File: src/rtl/flow_stage_pkg.sv
package flow_stage_pkg;

  // Strobes from the occupancy control to the word registers.
  typedef struct packed {
    logic takeIn;   // main register loads the upstream word
    logic park;     // skid register loads the upstream word
    logic promote;  // main register loads the skid word
  } stageCtl_t;

endpackage

File: src/rtl/stage_ctrl.sv
module stage_ctrl
  import flow_stage_pkg::*;
#(
  parameter int unsigned FULL_RATE = 1
) (
  input  logic      clk,
  input  logic      rst,
  input  logic      upValid,
  input  logic      dnReady,
  output logic      upReady,
  output logic      dnValid,
  output stageCtl_t strb
);

  generate
    if (FULL_RATE != 0) begin : g_skid
      logic mainFull;
      logic skidFull;
      logic acceptUp;
      logic sendDn;

      always_comb begin
        acceptUp = upValid & ~skidFull;
        sendDn   = mainFull & dnReady;
        strb     = '0;
        if (skidFull) begin
          strb.promote = sendDn;
        end else if (acceptUp) begin
          if (mainFull && !sendDn) strb.park   = 1'b1;
          else                     strb.takeIn = 1'b1;
        end
      end

      always_ff @(posedge clk) begin
        if (rst) begin
          mainFull <= 1'b0;
          skidFull <= 1'b0;
        end else if (skidFull) begin
          // main stays occupied: either its word stays or the skid word moves in
          if (sendDn) skidFull <= 1'b0;
        end else begin
          skidFull <= acceptUp & mainFull & ~dnReady;
          mainFull <= acceptUp | (mainFull & ~dnReady);
        end
      end

      assign upReady = ~skidFull;
      assign dnValid = mainFull;
    end else begin : g_single
      logic mainFull;

      always_comb begin
        strb        = '0;
        strb.takeIn = upValid & ~mainFull;
      end

      always_ff @(posedge clk) begin
        if (rst)           mainFull <= 1'b0;
        else if (mainFull) mainFull <= ~dnReady;
        else               mainFull <= upValid;
      end

      assign upReady = ~mainFull;
      assign dnValid = mainFull;
    end
  endgenerate

endmodule

File: src/rtl/stage_data.sv
module stage_data
  import flow_stage_pkg::*;
#(
  parameter int unsigned WIDTH     = 32,
  parameter int unsigned FULL_RATE = 1
) (
  input  logic             clk,
  input  logic             rst,
  input  stageCtl_t        strb,
  input  logic [WIDTH-1:0] upData,
  output logic [WIDTH-1:0] dnData
);

  logic [WIDTH-1:0] mainWord;

  generate
    if (FULL_RATE != 0) begin : g_skid
      logic [WIDTH-1:0] skidWord;

      always_ff @(posedge clk) begin
        if (rst) begin
          mainWord <= '0;
          skidWord <= '0;
        end else begin
          if (strb.takeIn)       mainWord <= upData;
          else if (strb.promote) mainWord <= skidWord;
          if (strb.park)         skidWord <= upData;
        end
      end
    end else begin : g_single
      logic unusedStrobes;
      assign unusedStrobes = strb.park ^ strb.promote;

      always_ff @(posedge clk) begin
        if (rst)              mainWord <= '0;
        else if (strb.takeIn) mainWord <= upData;
      end
    end
  endgenerate

  assign dnData = mainWord;

endmodule

File: src/rtl/flow_stage.sv
module flow_stage
  import flow_stage_pkg::*;
#(
  parameter int unsigned WIDTH     = 32,
  parameter int unsigned FULL_RATE = 1
) (
  input  logic             clk,
  input  logic             rst,
  input  logic [WIDTH-1:0] upData,
  input  logic             upValid,
  output logic             upReady,
  output logic [WIDTH-1:0] dnData,
  output logic             dnValid,
  input  logic             dnReady
);

  stageCtl_t ctlStrb;

  stage_ctrl #(
    .FULL_RATE(FULL_RATE)
  ) uCtrl (
    .clk    (clk),
    .rst    (rst),
    .upValid(upValid),
    .dnReady(dnReady),
    .upReady(upReady),
    .dnValid(dnValid),
    .strb   (ctlStrb)
  );

  stage_data #(
    .WIDTH    (WIDTH),
    .FULL_RATE(FULL_RATE)
  ) uData (
    .clk   (clk),
    .rst   (rst),
    .strb  (ctlStrb),
    .upData(upData),
    .dnData(dnData)
  );

endmodule

File: config.mk
export PLATFORM = sky130hd
export DESIGN_NAME = flow_stage
export DESIGN_NICKNAME = d
export VERILOG_FILES = /design/src/rtl/flow_stage_pkg.sv /design/src/rtl/stage_ctrl.sv /design/src/rtl/stage_data.sv /design/src/rtl/flow_stage.sv
export SDC_FILE = /design/constraint.sdc
export NUM_CORES = 1
export LEC_CHECK = 0
export CAP_MARGIN = 25
export CORE_AREA = 2 2 75 77
export CTS_CLUSTER_SIZE = 28
export DETAILED_ROUTE_END_ITERATION = 10
export DIE_AREA = 0 0 77 79
export HOLD_SLACK_MARGIN = 0.15
export PLACE_DENSITY_LB_ADDON = 0.2
export SLEW_MARGIN = 15
export SYNTH_ARGS = -nofsm -noshare
export SYNTH_HDL_FRONTEND = slang
export SYNTH_SLANG_ARGS = --single-unit
File: constraint.sdc
create_clock -name clk -period 3.6 [get_ports clk]
set_input_delay 0.72 -clock clk [delete_from_list [all_inputs] [get_ports clk]]
set_output_delay 0.72 -clock clk [all_outputs]
set_load 0.01 [all_outputs]
Word level (Yosys, flattened, before mapping) --
Index checks and enable logic that the tools add are counted. W data, S select, Z words.
Word-level totals: output and inout bits 34, bits in registers 66, word-level logic and storage cells 24, input bits 36
Operators by class: reduce and logical (&&, ||, !) cells 3, bitwise logic cells 8, mux-type cells 9
Operators with widths (count):
- $mux W32 | 2
- $and A1 B1 Y1 | 5
- $mux W1 | 5
- $mux W2 | 2
- $not A1 Y1 | 2
- $reduce_bool A2 Y1 | 1
- $logic_and A1 B1 Y1 | 1
- $logic_not A1 Y1 | 1
- $or A1 B1 Y1 | 1

Longest topological paths before layout --
Gate-level depths: netlist of run 1.
depth in word-level cells 7, mapped depth 5, gate-level depth less buffers 3

Cells and area by module --
A second synthesis of run 1 with hierarchy kept.
Second synthesis, totals: cell total of the unflattened synthesis 259, area, all modules 2740.1 sq um
By module, submodules not included:
- stage_data | area each 2635.0 sq um, cells each 246, sequential area each 1281.2 sq um, instances 1
- stage_ctrl | area each 105.1 sq um, cells each 13, sequential area each 40.0 sq um, instances 1

Worst setup path after synthesis of run 1 --
OpenSTA, ideal clock, no wires.
path kind input to register, start input upValid, end register uData.mainWord[10], in the netlist uData.dnData[10], data arrival time 1.450 ns, setup slack 2.031 ns, path buffers 2, stages on the path 5, required time 3.481 ns, library setup time 0.119 ns, cells stage by stage nand2b_4 > or2_1 > buf_6 > buf_8 > o221a_1
On the way: word-level cells in the longest chain between the ends 4, elaborated cells between the ends (all ways) 5, classes of those cells mux: 3; bitwise: 1; reduce/logical: 1
RTL lines:
- from (decl) | line flow_stage.sv:10 | input logic upValid,
- $and A1 B1 Y1 * | line stage_ctrl.sv:23 | acceptUp = upValid & ~skidFull;
- $mux W2 * | line stage_ctrl.sv:28 | end else if (acceptUp) begin
- $mux W2 * | line stage_ctrl.sv:26 | if (skidFull) begin
- $mux W32 / $reduce_bool A2 Y1 (equally long branches)
- to (signal assigned) | line stage_data.sv:25 | if (strb.takeIn) mainWord <= upData;
- to (signal assigned) | line stage_data.sv:26 | else if (strb.promote) mainWord <= skidWord;
- to (decl) | line stage_data.sv:14 | logic [WIDTH-1:0] mainWord;
Mark *: on every way between the ends. The rest lies on a longest branch, timed or not. A chain may end at the register's enable or synchronous reset.

Worst setup path after layout of run 1 --
start input dnReady, end register uData.mainWord[14], in the netlist uData.dnData[14]
On the way: word-level cells in the longest chain between the ends 7, elaborated cells between the ends (all ways) 9, classes of those cells mux: 5; bitwise: 1; reduce/logical: 3
RTL lines:
- from (decl) | line flow_stage.sv:14 | input logic dnReady
- $and A1 B1 Y1 * | line stage_ctrl.sv:24 | sendDn = mainFull & dnReady;
- $logic_not A1 Y1 | line stage_ctrl.sv:29 | if (mainFull && !sendDn) strb.park = 1'b1;
- $logic_and A1 B1 Y1 | line stage_ctrl.sv:29
- $mux W1 | line stage_ctrl.sv:29
- $mux W2 | line stage_ctrl.sv:28
- $mux W2 | line stage_ctrl.sv:26
- $mux W32 / $reduce_bool A2 Y1 (equally long branches)
Marks and branches as above.

==> results of run 1 <==
-- power breakdown --
group          internal (uW)  switching [uW]  total, uW  leakage (uW)
Clock                    372             266        637      0.000106
Sequential               776            26.7        802      0.000541
Combinational            143             108        251      0.000574
-- metrics by stage --
stage / hold slack [ps] / instance area [um2] / instances / setup WS, ps
final: 454 / 3520 / 433 / 1420
after global routing: 466 / 3520 / 433 / 1320
after CTS: 456 / 3500 / 432 / 1410
after detailed placement: 447 / 3290 / 417 / 1070
after global placement: 441 / 3270 / 416 / 802
after floorplan: 436 / 2620 / 298 / 2030
-- worst min-delay path: cells and delay by family, from the launching register on --
kind,cells,cell delay [ps]
and+or+nand+nor,1,50
AOI/OAI and AO/OA,1,50
DFF,1,310
-- synth_stat cells --
| master | count | area (um2) |
|---|---|---|
| buf_8 | 3 | 45.0 |
| nand4bb_1 | 1 | 11.3 |
| o21ai_0 | 1 | 5.00 |
| and3_1 | 1 | 6.26 |
| nand2_1 | 65 | 244 |
| o221a_1 | 32 | 360 |
| inv_1 | 34 | 128 |
| a21oi_2 | 1 | 8.76 |
| nand2b_4 | 1 | 13.8 |
| and4bb_1 | 1 | 12.5 |
| buf_2 | 15 | 75.1 |
| buf_6 | 1 | 11.3 |
| nor2b_1 | 1 | 6.26 |
| dfxtp_1 | 66 | 1320 |
| buf_1 | 1 | 3.75 |
| clkbuf_1 | 6 | 22.5 |
| a21oi_1 | 66 | 330 |
| or2_1 | 1 | 6.26 |
| a211oi_1 | 1 | 7.51 |
-- worst max-delay path by stage --
stage             from               end  slack (ps)  depth (start not counted)
5_1_grt        dnReady  uData.dnData[13]        1320                          5
3_5_place_dp   dnReady  uData.dnData[25]        1070                          5
3_3_place_gp   dnReady  uData.dnData[18]         800                          4
4_1_cts        dnReady  uData.dnData[14]        1410                          5
2_1_floorplan  upValid  uData.dnData[10]        2030                          5
6_report       dnReady  uData.dnData[14]        1420                          5
-- cell type report --
| class | count | area, um2 |
|---|---|---|
| Fill cell | 486 | 1820 |
| Sequential cell | 66 | 1320 |
| Multi-Input combinational cell | 172 | 1020 |
| Timing Repair Buffer | 74 | 756 |
| Clock buffer | 13 | 169 |
| Inverter | 34 | 128 |
| Tap cell | 72 | 90.1 |
| Clock inverter | 2 | 35.0 |
-- state kept, by name (all words and copies together), names as in the netlist --
name,count
uCtrl.g_skid.skidFull,1
uData.dnData,32
uCtrl.dnValid,1
uData.g_skid.skidWord,32
-- per-layer routing --
metal	track usage	up-vias	wire length, um	part of all wire
met3	0.0489	10	367	0.061
met1	0.258	1065	2820	0.47
met5	0	-	0	0
li1	-	1130	-	-
met2	0.316	76	2690	0.45
met4	0.102	0	109	0.018
-- kinds of logic after synthesis --
kind of cell | share of synthesized area
buf+inv | 0.109
simple gates | 0.115
flops | 0.505
compound gates | 0.272
==> impl_metrics.env, run 1 <==
export IMPL_status="completed"
export IMPL_syn_area_mm2=0.00262
export IMPL_finish_net_count=393
export IMPL_start_util=0.491
export IMPL_placeableCoreArea_mm2=0.00534
export IMPL_synth_seq_cells=66
export IMPL_holdPathEnd="uData.g_skid.skidWord[2]"
export IMPL_vias=2281
export IMPL_syn_nets=334
export IMPL_p_per_area_mw_per_mm2=481
export IMPL_layout_common_cells="clkdlybuf4s50_1, a21oi_1, dfxtp_1, nand2_1, inv_1"
export IMPL_leakage_uw=0.00122
export IMPL_dp_hpwl_mm=3.62
export IMPL_synth_seq_area_share=0.505
export IMPL_path_clk_slew_ps=70
export IMPL_grt_usage=0.201
export IMPL_grt_max_degree=67
export IMPL_p_total_uw=1690
export IMPL_synthCells=298
export IMPL_grt_pass1_vias=2082
export IMPL_critPathLaunchType="primary input"
export IMPL_clock_sinks=66
export IMPL_ff2ff_path_depth=4
export IMPL_timing_fmax_mhz=458
export IMPL_die_area_mm2=0.00608
export IMPL_io_buffers=69
export IMPL_cp_top_family="simple AND/OR/NAND/NOR gates"
export IMPL_area_growth_pct=34.4
export IMPL_drc=0
export IMPL_cts_tree="built"
export IMPL_crit_type="in2reg"
export IMPL_cts_made_buffers=9
export IMPL_grt_remaining_overflow=0
export IMPL_grt_pass1_wl_mm=9.65
export IMPL_worstMarginPinSlew_ps=924
export IMPL_antenna_cells=0
export IMPL_crit_chain="clkdlybuf4s50_1, nor2b_1, or2_1, buf_16, o221a_1"
export IMPL_drt_pass1_iter_count=5
export IMPL_antenna_found_initial=0
export IMPL_routedWlPerCell_um=13.8
export IMPL_crit_required_ps=3880
export IMPL_hold_path_cell_count=2
export IMPL_holdCritStartpoint="uData.g_skid.skidWord[2]"
export IMPL_period_share=0.606
export IMPL_mostFrequentLayoutCell="clkdlybuf4s50_1"
export IMPL_fin_crit_ps=2180
export IMPL_insertion_delay_ps=340
export IMPL_drtIter0Drc=162
export IMPL_max_cap_viol_count=0
export IMPL_slew_violations=0
export IMPL_die_x_um=77
export IMPL_ys_warn_count=0
export IMPL_crit_slowest_cell="or2_1"
export IMPL_viasPerCell=5.27
export IMPL_cts_setup_buffers=0
export IMPL_critPathArrivalTime_ps=2460
export IMPL_rsz0062_at_grt="false"
export IMPL_ant_nets=0
export IMPL_die_h_um=79
export IMPL_rr_endpoint="uData.dnData[14]"
export IMPL_setup_viol=0
export IMPL_reg2reg_slack_ps=1800
export IMPL_slew_headroom=0.382
export IMPL_hold_viol=0
export IMPL_fin_setup_tns_ps=0
export IMPL_drive_above_1_share=0.0609
export IMPL_wl_mm=5.98
export IMPL_avgSynthCellArea_um2=8.79
export IMPL_cts_hold_buf=0
export IMPL_rows=27
export IMPL_crit_fanout=19
export IMPL_cpPeakStageDelay_ps=570
export IMPL_ys_types=19
export IMPL_cts_repair_resized=0
export IMPL_h_tree_depth=3
export IMPL_ioPinCount=70
export IMPL_critPathCaptureType="flip-flop"
export IMPL_hold_class="reg2reg"
export IMPL_rr_startpoint="uCtrl.dnValid"
export IMPL_utilization=0.659
export IMPL_vdd_drop_max_uv=278
export IMPL_cts_root_buffer="clkbuf_8"
export IMPL_skew_ps=5.15
export IMPL_cts_path_max_buffers=2
export IMPL_gp_congestion=0.716
export IMPL_crit_buf_inv=2
Note: power is estimated with default switching activity, not from simulation.
==> run 2: changes to the inputs <==
CORE_AREA = 2 2 82 84   (was 2 2 75 77)
DIE_AREA = 0 0 84 86   (was 0 0 77 79)
clock period = 1.75 ns   (was 3.6 ns; I/O delays follow)
==> run 2 against run 1 <==
  * First-iteration DRC count decreased by 23%
  * Clock skew increased by 3.6 ps
  * Largest power group unchanged
  * Register-to-register slack got worse by 1300 ps
==> impl_metrics.env, run 2 (synthesis results as in run 1) <==
export IMPL_skew_ps=8.70
export IMPL_ant_nets=0
export IMPL_wl_mm=6.02
export IMPL_grt_pass1_wl_mm=9.91
export IMPL_mostFrequentLayoutCell="clkdlybuf4s50_1"
export IMPL_vias=2245
export IMPL_setup_viol=0
export IMPL_drtIter0Drc=124
export IMPL_max_cap_viol_count=0
export IMPL_path_depth=1
export IMPL_io_buffers=69
export IMPL_clock_sinks=66
export IMPL_dp_cells=430
export IMPL_period_share=0.929
export IMPL_finish_net_count=400
export IMPL_crit_type="reg2out"
export IMPL_layout_common_cells="clkdlybuf4s50_1, a21oi_1, nand2_1, dfxtp_1, inv_1"
export IMPL_wl_met3_um=270
export IMPL_fin_setup_tns_ps=0
export IMPL_drive_above_1_share=0.0815
export IMPL_cp_top_family="buffers and inverters"
export IMPL_cts_root_buffer="clkbuf_8"
export IMPL_cpPeakStageDelay_ps=560
export IMPL_ff2ff_path_depth=4
export IMPL_grt_remaining_overflow=0
export IMPL_antenna_cells=0
export IMPL_insertion_delay_ps=330
export IMPL_slew_headroom=0.807
export IMPL_crit_buf_inv=1
export IMPL_post_route_cell_area_mm2=0.00360
export IMPL_fin_crit_ps=1630
export IMPL_fin_cells=445
export IMPL_status="completed"
export IMPL_cts_made_buffers=9
export IMPL_rows=29
export IMPL_placed_area_mm2=0.00342
export IMPL_path_clk_slew_ps=70
export IMPL_critPathLaunchType="flip-flop"
export IMPL_viasPerCell=5.04
export IMPL_hold_class="reg2reg"
export IMPL_nFillCells=584
export IMPL_placeableCoreArea_mm2=0.00628
export IMPL_start_util=0.417
export IMPL_critPathArrivalTime_ps=1280
export IMPL_leakage_uw=0.00126
export IMPL_p_total_uw=3410
export IMPL_dp_hpwl_mm=3.82
export IMPL_drt_pass1_iter_count=4
export IMPL_met1_length_mm=2.93
export IMPL_p_per_area_mw_per_mm2=947
export IMPL_die_h_um=86
export IMPL_drc=0
export IMPL_crit_slowest_cell="clkdlybuf4s50_1"
export IMPL_timing_fmax_mhz=615
export IMPL_grt_pass1_vias=2118
export IMPL_ioPinCount=70
export IMPL_cts_tree="built"
export IMPL_worstMarginPinSlew_ps=290
export IMPL_cts_repair_resized=0
export IMPL_top_layer="met4"
export IMPL_critPathCaptureType="primary output"
export IMPL_met2_wirelength_mm=2.73
export IMPL_vdd_drop_max_uv=467
export IMPL_grt_usage=0.174
export IMPL_cts_setup_buffers=0
export IMPL_cts_hold_buf=0
export IMPL_die_area_mm2=0.00722
export IMPL_hold_viol=0
export IMPL_crit_required_ps=1400
export IMPL_antenna_found_initial=0
export IMPL_cts_path_max_buffers=2
export IMPL_crit_fanout=9
export IMPL_h_tree_depth=3
export IMPL_gp_congestion=0.762
export IMPL_area_growth_pct=37.6
export IMPL_hold_path_cell_count=2
export IMPL_die_x_um=84
export IMPL_routedWlPerCell_um=13.5
export IMPL_rsz0062_at_grt="false"
export IMPL_crit_chain="clkdlybuf4s50_1"
export IMPL_grt_max_degree=67
export IMPL_slew_violations=0
## run 2: changes by cell type in the layout (fill, tap and decap cells not counted), sizes merged
cell	previous run	this run
buf	6	13
clkbuf	13	12
clkinv	1	2
## run 2: metrics by stage
step	util	setup slack [ps]	hold WS, ps
finish	0.574	125	454
floorplan	-	417	436
global placement	0.544	-24.8	442
CTS	0.574	7.98	456
detailed placement	0.544	-38.0	447
global route	0.574	59.1	469
## run 2: report_power, final
group          leakage, uW  switching, uW  internal (uW)
clock            0.0000962            536            686
combinational     0.000621            224            317
sequential        0.000542           54.1           1600
## run 2: routing by layer
| metal | vias to the layer above | track usage |
|---|---|---|
| met5 | - | 0 |
| met4 | 0 | 0.0733 |
| met3 | 7 | 0.0597 |
| met2 | 47 | 0.268 |
| met1 | 1044 | 0.222 |
| li1 | 1147 | - |
## run 2: final cells by class
type | instances | area [um2] | area share
Sequential cell | 66 | 1320 | 0.367
Multi-Input combinational cell | 172 | 1020 | 0.283
Timing Repair Buffer | 81 | 851 | 0.236
Clock buffer | 12 | 145 | 0.0403
Inverter | 34 | 128 | 0.0354
Tap cell | 77 | 96.3 | 0.0267
Clock inverter | 3 | 40.0 | 0.0111
## run 2: final timing paths
kind | slack (ps) | end | start
worst max-delay path | 120 | dnValid | uCtrl.dnValid
worst min-delay path | 450 | uData.g_skid.skidWord[20] | uData.g_skid.skidWord[20]
worst max register to register | 460 | uData.dnData[0] | uCtrl.dnValid
worst min register to register | 450 | uData.g_skid.skidWord[20] | uData.g_skid.skidWord[20]
==> run 3: changes to the inputs <==
SKIP_LAST_GASP = 1   (was unset)
==> results of run 3 <==
Same layout as run 2: the final DEF is identical, and so are final timing and power.
